`config.mk`:
```
export PLATFORM = sky130hd
export DESIGN_NAME = wiper_ctrl
export DESIGN_NICKNAME = d
export VERILOG_FILES = /design/src/rtl/wiper_pkg.sv /design/src/rtl/wiper_sync.sv /design/src/rtl/wiper_counter.sv /design/src/rtl/wiper_decoder.sv /design/src/rtl/wiper_nvstore.sv /design/src/rtl/wiper_ctrl.sv
export SDC_FILE = /design/constraint.sdc
export NUM_CORES = 1
export LEC_CHECK = 0
export ABC_AREA = 1
export BUFFER_PORTS_ARGS = -buffer_cell sky130_fd_sc_hd__buf_2
export CORE_MARGIN = 10
export CORE_UTILIZATION = 52
export CTS_CLUSTER_SIZE = 25
export DETAILED_ROUTE_END_ITERATION = 8
export PLACE_DENSITY = 0.94
export SLEW_MARGIN = 20
export SYNTH_ARGS = -nofsm -noshare
export SYNTH_HDL_FRONTEND = slang
export SYNTH_HIERARCHICAL = 1
export SYNTH_SLANG_ARGS = --single-unit
```
`constraint.sdc`:
```
create_clock -name clk -period 2.95 [get_ports clk]
set_input_delay 0.1475 -clock clk [delete_from_list [all_inputs] [get_ports clk]]
set_output_delay 0.1475 -clock clk [all_outputs]
set_load 0.005 [all_outputs]
```
`src/rtl/wiper_pkg.sv`:
```
package wiper_pkg;

  localparam int unsigned WIPER_TAPS_DEF  = 100;
  localparam int unsigned WIPER_STORE_DEF = 32;

  // Saturating single step inside 0..last.
  function automatic int unsigned wiper_next(int unsigned cur, logic up, int unsigned last);
    if (up) begin
      return (cur >= last) ? last : cur + 1;
    end
    return (cur == 0) ? 0 : cur - 1;
  endfunction

  // Value recalled from the nonvolatile model.
  function automatic int unsigned wiper_recall(logic valid, int unsigned saved);
    return valid ? saved : 0;
  endfunction

endpackage

```
`src/rtl/wiper_sync.sv`:
```
module wiper_sync #(
  parameter int unsigned W      = 3,
  parameter int unsigned STAGES = 2,
  parameter logic [W-1:0] RST_VAL = '0
) (
  input  logic         clk,
  input  logic         rst_n,
  input  logic [W-1:0] d,
  output logic [W-1:0] q
);

  logic [W-1:0] stage_q [STAGES];

  always_ff @(posedge clk or negedge rst_n) begin
    if (!rst_n) begin
      for (int i = 0; i < STAGES; i++) stage_q[i] <= RST_VAL;
    end else begin
      stage_q[0] <= d;
      for (int i = 1; i < STAGES; i++) stage_q[i] <= stage_q[i-1];
    end
  end

  assign q = stage_q[STAGES-1];

endmodule

```
`src/rtl/wiper_counter.sv`:
```
module wiper_counter
  import wiper_pkg::*;
#(
  parameter int unsigned NUM_TAPS = WIPER_TAPS_DEF,
  localparam int unsigned POS_W   = $clog2(NUM_TAPS)
) (
  input  logic             clk,
  input  logic             rst_n,
  input  logic             load,
  input  logic [POS_W-1:0] load_val,
  input  logic             step,
  input  logic             up,
  output logic [POS_W-1:0] pos
);

  localparam int unsigned LAST = NUM_TAPS - 1;

  logic [POS_W-1:0] stepped;

  always_comb begin
    stepped = POS_W'(wiper_next(32'(pos), up, LAST));
  end

  always_ff @(posedge clk or negedge rst_n) begin
    if (!rst_n) begin
      pos <= '0;
    end else if (load) begin
      pos <= load_val;
    end else if (step) begin
      pos <= stepped;
    end
  end

endmodule

```
`src/rtl/wiper_decoder.sv`:
```
module wiper_decoder #(
  parameter int unsigned NUM_TAPS = 100,
  localparam int unsigned POS_W   = $clog2(NUM_TAPS)
) (
  input  logic [POS_W-1:0]    pos,
  output logic [NUM_TAPS-1:0] sel
);

  for (genvar i = 0; i < NUM_TAPS; i++) begin : g_tap
    assign sel[i] = (pos == POS_W'(i));
  end

endmodule

```
`src/rtl/wiper_nvstore.sv`:
```
module wiper_nvstore
  import wiper_pkg::*;
#(
  parameter int unsigned NUM_TAPS     = WIPER_TAPS_DEF,
  parameter int unsigned STORE_CYCLES = WIPER_STORE_DEF,
  localparam int unsigned POS_W       = $clog2(NUM_TAPS),
  localparam int unsigned CNT_W       = $clog2(STORE_CYCLES + 1)
) (
  input  logic             clk,
  input  logic             rst_n,
  input  logic             blank_n,
  input  logic             store,
  input  logic [POS_W-1:0] pos,
  output logic             busy,
  output logic [POS_W-1:0] recall_val
);

  logic [CNT_W-1:0] wait_cnt;
  logic [POS_W-1:0] pend_val;
  logic [POS_W-1:0] nv_val;
  logic             nv_valid;
  logic             commit;

  assign busy   = (wait_cnt != '0);
  assign commit = (wait_cnt == CNT_W'(1));

  // Write sequencer: restarted by every reset, so a power loss aborts a write.
  always_ff @(posedge clk or negedge rst_n) begin
    if (!rst_n) begin
      wait_cnt <= '0;
      pend_val <= '0;
    end else if (store && !busy) begin
      wait_cnt <= CNT_W'(STORE_CYCLES);
      pend_val <= pos;
    end else if (busy) begin
      wait_cnt <= wait_cnt - CNT_W'(1);
    end
  end

  // Nonvolatile model: only the erase input clears it.
  always_ff @(posedge clk or negedge blank_n) begin
    if (!blank_n) begin
      nv_val   <= '0;
      nv_valid <= 1'b0;
    end else if (commit && rst_n) begin
      nv_val   <= pend_val;
      nv_valid <= 1'b1;
    end
  end

  assign recall_val = POS_W'(wiper_recall(nv_valid, 32'(nv_val)));

endmodule

```
`src/rtl/wiper_ctrl.sv`:
```
module wiper_ctrl
  import wiper_pkg::*;
#(
  parameter int unsigned NUM_TAPS     = WIPER_TAPS_DEF,
  parameter int unsigned STORE_CYCLES = WIPER_STORE_DEF,
  parameter int unsigned SYNC_STAGES  = 2,
  localparam int unsigned POS_W       = $clog2(NUM_TAPS)
) (
  input  logic                clk,
  input  logic                rst_n,
  input  logic                blank_n,
  input  logic                cs_n,
  input  logic                inc,
  input  logic                up_dn,
  output logic [NUM_TAPS-1:0] tap_sel,
  output logic [POS_W-1:0]    wiper_pos,
  output logic                busy
);

  logic [2:0]       pins_s;
  logic             s_cs_n, s_inc, s_up;
  logic             cs_q, inc_q;
  logic             recall_done;
  logic             inc_fall, cs_rise;
  logic             step_ev, store_ev, recall_ev;
  logic [POS_W-1:0] recall_val;

  wiper_sync #(
    .W       (3),
    .STAGES  (SYNC_STAGES),
    .RST_VAL (3'b001)
  ) u_sync (
    .clk   (clk),
    .rst_n (rst_n),
    .d     ({up_dn, inc, cs_n}),
    .q     (pins_s)
  );

  assign s_cs_n = pins_s[0];
  assign s_inc  = pins_s[1];
  assign s_up   = pins_s[2];

  always_ff @(posedge clk or negedge rst_n) begin
    if (!rst_n) begin
      cs_q        <= 1'b1;
      inc_q       <= 1'b0;
      recall_done <= 1'b0;
    end else begin
      cs_q        <= s_cs_n;
      inc_q       <= s_inc;
      recall_done <= 1'b1;
    end
  end

  assign inc_fall  = inc_q & ~s_inc;
  assign cs_rise   = ~cs_q & s_cs_n;
  assign recall_ev = ~recall_done;
  assign step_ev   = inc_fall & ~s_cs_n & ~busy;
  assign store_ev  = cs_rise & s_inc & ~busy;

  wiper_counter #(.NUM_TAPS(NUM_TAPS)) u_cnt (
    .clk      (clk),
    .rst_n    (rst_n),
    .load     (recall_ev),
    .load_val (recall_val),
    .step     (step_ev),
    .up       (s_up),
    .pos      (wiper_pos)
  );

  wiper_decoder #(.NUM_TAPS(NUM_TAPS)) u_dec (
    .pos (wiper_pos),
    .sel (tap_sel)
  );

  wiper_nvstore #(
    .NUM_TAPS     (NUM_TAPS),
    .STORE_CYCLES (STORE_CYCLES)
  ) u_nv (
    .clk        (clk),
    .rst_n      (rst_n),
    .blank_n    (blank_n),
    .store      (store_ev),
    .pos        (wiper_pos),
    .busy       (busy),
    .recall_val (recall_val)
  );

endmodule

```
==> metrics.md, run 1 <==
| Metric | Value |
|---|---|
| Worst-path clk slew | 70 ps |
| Root Driver | clkbuf_8 |
| Hold Path Class | in2async |
| CTS H-Tree Depth | 2 |
| Grt total ovfl | 0 |
| Starting DRT DRC Count | 235 |
| Number of CTS-inserted buffers | 5 |
| Slew HR | 56.89% |
| WP data required | 2800 ps |
| Vias in the first global route | 2,660 |
| Syn-to-layout area delta | 26.19% |
| Die Area | 8250 um^2 |
| Die Y | 90.83 um |
| CP Launch Type | flip-flop |
| Placed inst area | 3141 um^2 |
| Top layer in use | met4 |
| Mapped Area | 2609 um^2 |
| Final hold violations | 0 |
| Worst setup EP type | primary output |
| Crit path launch | u_cnt/pos[4] |
| TNS Setup | 0 ps |
| Residual DRC count | 0 |
| Hold_buf cts | 5 |
| Avg Synthesized Cell Area | 6.655 um^2 |
| Cells after synthesis | 392 |
| Core area | 4786 um^2 |
| Peak VDD IR | 577.9 uV |
| WL per Instance | 14.81 um |
| R2R Path Start | u_nv/wait_cnt[0] |
| Global-route wire length before repair | 13,530 um |
| # IOs | 114 |
| Number of setup violations in the final report | 0 |
| Post-CTS Repair Setup Buffers | 0 |
| Run status | finished clean |
| Port Buf Inserts | 113 |
| Vias after detailed routing | 2,933 |
| Period utilisation layout | 71.07% |
| # fillers | 402 |
| Routed length on met1 | 3289 um |
| Worst-Skew Late Latency | 290 ps |
| Post_cts resized | 0 |
| Deepest clock path buffer count | 2 |
| Inserted Diodes | 0 |
| Fmax | 476.9 MHz |
| CP max FO | 16 |
| Highest-count cells in the layout ignoring fill and taps | nor2_1, buf_2, nand2_1, inv_1, dfrtp_1 |
| Initial antenna violation count | 0 |
| All-layer global routing usage | 19.46% |
| CTS tree | built |
| Post-synthesis sequential area ratio | 35.64% |
| Slew Limit Fails | 0 |
| Leading cell type in the layout, fill and taps excluded | nor2_1 |
| Total Wirelength | 8442 um |
| First-pass iteration count of the detailed router | 5 |
| CP max stage delay | 560 ps |
| Final cell count without fillers | 570 |
| Max_cap viols | 0 |
| Arrival @ worst endpoint | 1950 ps |
| Fin crit period | 2097 ps |
| Placed cell count | 557 |
| Antenna Violating Nets Remaining | 0 |
| Crit path depth | 4 |
| Reg2reg path depth | 10 |
| Die width | 90.83 um |
| Fin area | 3292 um^2 |
| Register area | 929.6 um^2 |
| Delay-heaviest family, CP | simple AND/OR/NAND/NOR gates |
| Critical path's slowest cell | dfrtp_1 |
| WS Path Type | reg2out |
| Finished Core Util | 68.78% |
| Multi-input gate area | 1370 um^2 |
| PwrDens | 405.1 nW/um^2 |
| Via-per-instance ratio | 5.146 |
| WL met3 | 785 um |
| Yosys cell types | 30 |
| Largest net degree at the start of global routing | 31 |
| Skew final | 5.066 ps |
| Leakage | 0.001908 uW |
| Ys Warns | 6 |
| Sink Count | 37 |
| Mapped Nets | 403 |
| RSZ-0062 raised after global routing | no |
| CP bufs+invs | 2 |
| Fin nets | 513 |
| Crit Reg-Reg Endpoint | u_cnt/pos[1] |
| Actual slew at the worst max-slew pin | 644.8 ps |
| Hold_ws | 224.4 ps |
| GP Congestion | 0.9566 |
| Flops & latches, synth | 37 |
| Critical path destination | tap_sel[42] |
| Worst-path cell chain | inv_1 > nand3_1 > nor2_1 > buf_2 |
| Site Rows | 25 |
| DP HPWL | 6654 um |
| Share of layout cells above drive strength 1 | 30.42% |
| Routed met2 length | 4152 um |
| Initial core utilization | 54.51% |
| Reg2reg setup slack | 1100 ps |
==> synthesized netlist by cell type <==
library cell	n	area share, %
nand4_1	3	0.72
o21ai_2	9	3.0
xnor2_1	3	1.0
nor2_8	1	0.77
clkbuf_1	1	0.14
nor2_2	5	1.2
and3_2	1	0.29
ha_1	5	2.4
nor2_1	119	17
a22oi_1	4	1.2
dfrtp_1	34	33
buf_4	7	2.0
buf_6	3	1.3
dfstp_2	3	3.0
buf_8	1	0.58
inv_2	3	0.43
nand4_2	1	0.48
a21oi_1	4	0.77
nand2_2	4	0.96
buf_2	4	0.77
nor3_1	3	0.58
nand3_4	1	0.67
inv_1	46	6.6
nand3_1	21	4.0
conb_1	1	0.14
xor2_1	3	1.0
nor2_4	3	1.3
nand2_1	85	12
o21ai_0	10	1.9
o21ai_1	4	0.77
==> power by group <==
part / internal, uW / switching, uW / total, uW
Combinational: 115 / 207 / 322
Sequential: 564 / 67.2 / 631
Clock: 211 / 169 / 380
Total: 890 / 444 / 1330
==> worst reg2reg max path, delay by kind of cell (launching register included) <==
kind	cells	cell delay, ps
adders and majority gates	1	260
and+or+nand+nor	6	820
AOI/OAI and AO/OA	1	90
DFF	1	410
buffers and inverters	2	180
==> worst min-delay path by stage <==
stage                        from  cells past startpoint        endpoint
after global routing      blank_n                      2  u_nv/nv_val[4]
after floorplan             rst_n                      0           inc_q
final                     blank_n                      2  u_nv/nv_val[5]
after CTS                 blank_n                      2  u_nv/nv_val[2]
after global placement    blank_n                      1  u_nv/nv_val[0]
after detailed placement  blank_n                      1  u_nv/nv_val[6]
==> sequential cells by signal, indices dropped and copies added (netlist names) <==
| signal | cells |
|---|---|
| u_cnt/pos | 7 |
| cs_q | 1 |
| u_sync/stage_q | 3 |
| u_nv/wait_cnt | 6 |
| u_nv/pend_val | 7 |
| inc_q | 1 |
| u_sync/q | 3 |
| u_nv/nv_val | 7 |
| recall_done | 1 |
| u_nv/nv_valid | 1 |
==> final cells by class <==
type	instances	area share, %
Clock buffer	7	2.927
Clock inverter	1	0.1520
Inverter	49	5.587
Multi-Input combinational cell	290	41.62
Sequential cell	37	28.24
Tap cell	67	2.547
Timing Repair Buffer	119	18.93
==> cell families (layout without fill, tap and decap cells) <==
family	count (synthesis)	in the layout	synth area share (%)
fa+ha+maj	5	5	2.398
other cells	1	1	0.1437
buf+inv	65	176	11.85
compound gates	31	31	7.626
flops	37	37	35.64
simple gates	247	247	40.34
xor+xnor	6	6	2.015
==> stage by stage <==
| step | power, uW | setup slack, ps |
|---|---|---|
| CTS | 1342 | 890.2 |
| global placement | 932.5 | 1239 |
| detailed placement | 951.7 | 1134 |
| finish | 1333 | 853.3 |
| global route | 1414 | 697.8 |
| floorplan | 868.5 | 1309 |
==> per-layer routing <==
layer,vias to the layer above,global-route usage [%]
met4,0,7.963
met1,1330,21.28
li1,1410,-
met2,172,34.31
met5,-,0
met3,21,5.653
No activity file was read; power rests on OpenSTA's default activity.
==> run 2: changes to the inputs <==
- CORE_UTILIZATION: 52 -> 43
- PLACE_DENSITY: 0.94 -> 0.83
- clock period: 2.95 -> 1.75 ns (I/O delays scaled with it)
==> run 2 against run 1 <==
Effect of this change: count of clock-buffer cells in the layout shrank 1; combinational power grew 80%; largest cell class unchanged; die area grew 16%.
==> metrics.md, run 2 (synthesis results as in run 1) <==
| Metric | Value |
|---|---|
| Run status | finished clean |
| DP HPWL | 6392 um (-3.9%) |
| Site Rows | 28 (+12%) |
| Hold_ws | 160.1 ps (-64.23 ps) |
| Highest-count cells in the layout ignoring fill and taps | buf_2, nor2_1, nand2_1, inv_1, dfrtp_1 |
| Leakage | 0.001990 uW (+4.3%) |
| Finished Core Util | 59.51% (-9.3 points) |
| Root Driver | clkbuf_8 |
| WP data required | 1660 ps (-1140 ps) |
| Slew Limit Fails | 0 (unchanged) |
| Worst-path clk slew | 70 ps (about the same) |
| Final hold violations | 0 (unchanged) |
| Deepest clock path buffer count | 2 (unchanged) |
| Share of layout cells above drive strength 1 | 37.12% (+6.7 points) |
| Syn-to-layout area delta | 35.06% |
| Largest net degree at the start of global routing | 30 (-3.2%) |
| Worst-Skew Late Latency | 290 ps (about the same) |
| Fmax | 597.4 MHz |
| Largest regs | u_cnt/pos: 7 flops, u_nv/nv_val: 7 flops, u_nv/pend_val: 7 flops |
| Port Buf Inserts | 113 (unchanged) |
| Fin nets | 530 (+3.3%) |
| Antenna Violating Nets Remaining | 0 (unchanged) |
| Peak VDD IR | 726.4 uV (+26%) |
| All-layer global routing usage | 16.15% (-3.3 points) |
| Max_cap viols | 0 (unchanged) |
| CTS tree | built |
| Die width | 97.89 um (+7.8%) |
| Vias after detailed routing | 2,892 (-1.4%) |
| PwrDens | 683.3 nW/um^2 (+69%) |
| Period utilisation layout | 95.65% |
| Arrival @ worst endpoint | 1590 ps (-360 ps) |
| Die Area | 9582 um^2 (+16%) |
| Number of CTS-inserted buffers | 5 (unchanged) |
| # fillers | 543 (+35%) |
| Register area | 935.9 um^2 (+0.67%) |
| Initial antenna violation count | 0 (unchanged) |
| Starting DRT DRC Count | 166 (-29%) |
| Fin crit period | 1674 ps |
| # IOs | 114 (unchanged) |
| Multi-input gate area | 1446 um^2 (+5.6%) |
| Via-per-instance ratio | 4.861 (-5.5%) |
| Die Y | 97.89 um (+7.8%) |
| Total Wirelength | 8165 um (-3.3%) |
| Grt total ovfl | 0 (unchanged) |
| Initial core utilization | 44.06% (-10 points) |
| CTS H-Tree Depth | 2 (unchanged) |
| Hold Path Class | in2async |
| CP max FO | 14 (-2) |
| First-pass iteration count of the detailed router | 5 (unchanged) |
| Skew final | 8.681 ps (+3.615 ps) |
| GP Congestion | 0.8940 (-6.5%) |
| Residual DRC count | 0 (unchanged) |
| Sink Count | 37 (unchanged) |
| Leading cell type in the layout, fill and taps excluded | buf_2 |
| Worst setup EP type | primary output |
| Global-route wire length before repair | 13,300 um (-1.7%) |
| Core area | 5921 um^2 (+24%) |
| CP Launch Type | flip-flop |
| Number of setup violations in the final report | 0 (unchanged) |
| WS Path Type | reg2out |
| Inserted Diodes | 0 (unchanged) |
| WL per Instance | 13.72 um (-7.3%) |
| Vias in the first global route | 2,718 (+2.2%) |
| RSZ-0062 raised after global routing | yes |
-- run 2: final timing paths --
check | cells after the start | slack, ps | to | startpoint
hold / removal | 2 | 160 | u_nv/nv_val[1] | blank_n
hold reg to reg | 0 | 350 | u_sync/q[1] | u_sync/stage_q[4]
setup reg to reg | 10 | 100 | u_nv/pend_val[0] | u_nv/wait_cnt[0]
max in group asynchronous | 3 | 1080 | cs_q | rst_n
setup / recovery | 5 | 80 | tap_sel[6] | u_cnt/pos[2]
min in group clk | 0 | 350 | u_sync/q[1] | u_sync/stage_q[4]
-- run 2: per-layer routing --
metal  part of all wire (%)  GRT usage, %  routed length, um
met5                      0             0                  0
met4                    2.5         6.823                201
met2                     50         27.26               4085
met3                    9.7         5.004                789
met1                     38         18.43               3088
-- run 2: where the power goes --
group / internal (uW) / switching, uW
clock: 463 / 293
combinational: 215 / 365
sequential: 954 / 117
total: 1630 / 776
-- run 2: worst max-delay path: stages, from the launching register on --
cell,delay (ps)
dfrtp_2,580
inv_1,140
nor2_4,160
nand2_1,150
nor2_1,140
buf_2,130
-- run 2: cell type report --
cell class,instances,share of cell area (%)
clock buffers,6,2.344
clock inverters,2,1.065
inverters,49,5.220
multi-input cells,291,41.05
flip-flops and latches,37,26.56
well taps,75,2.663
repair buffers,135,21.09
-- run 2: repair_timing --
action                                 in CTS  in global routing
pin swaps                                   0                  2
setup endpoints to repair                  53                 97
resized for setup                           5                 21
gates cloned                                0                  1
hold buffers                                5                  0
buffers inserted                            0                  2
endpoints found under the hold margin      37                  0
-- run 2: stage by stage --
step	power (uW)	setup TNS (ps)	cell area [um^2]	instances	setup slack [ps]
final	2407	0	3523	595	76.15
after global routing	2554	-16.48	3523	595	-10.51
after CTS	2389	0	3436	592	0.6826
after detailed placement	1609	0	3256	579	17.94
after global placement	1586	0	3256	579	112.3
after floorplan	1464	0	2609	392	108.9
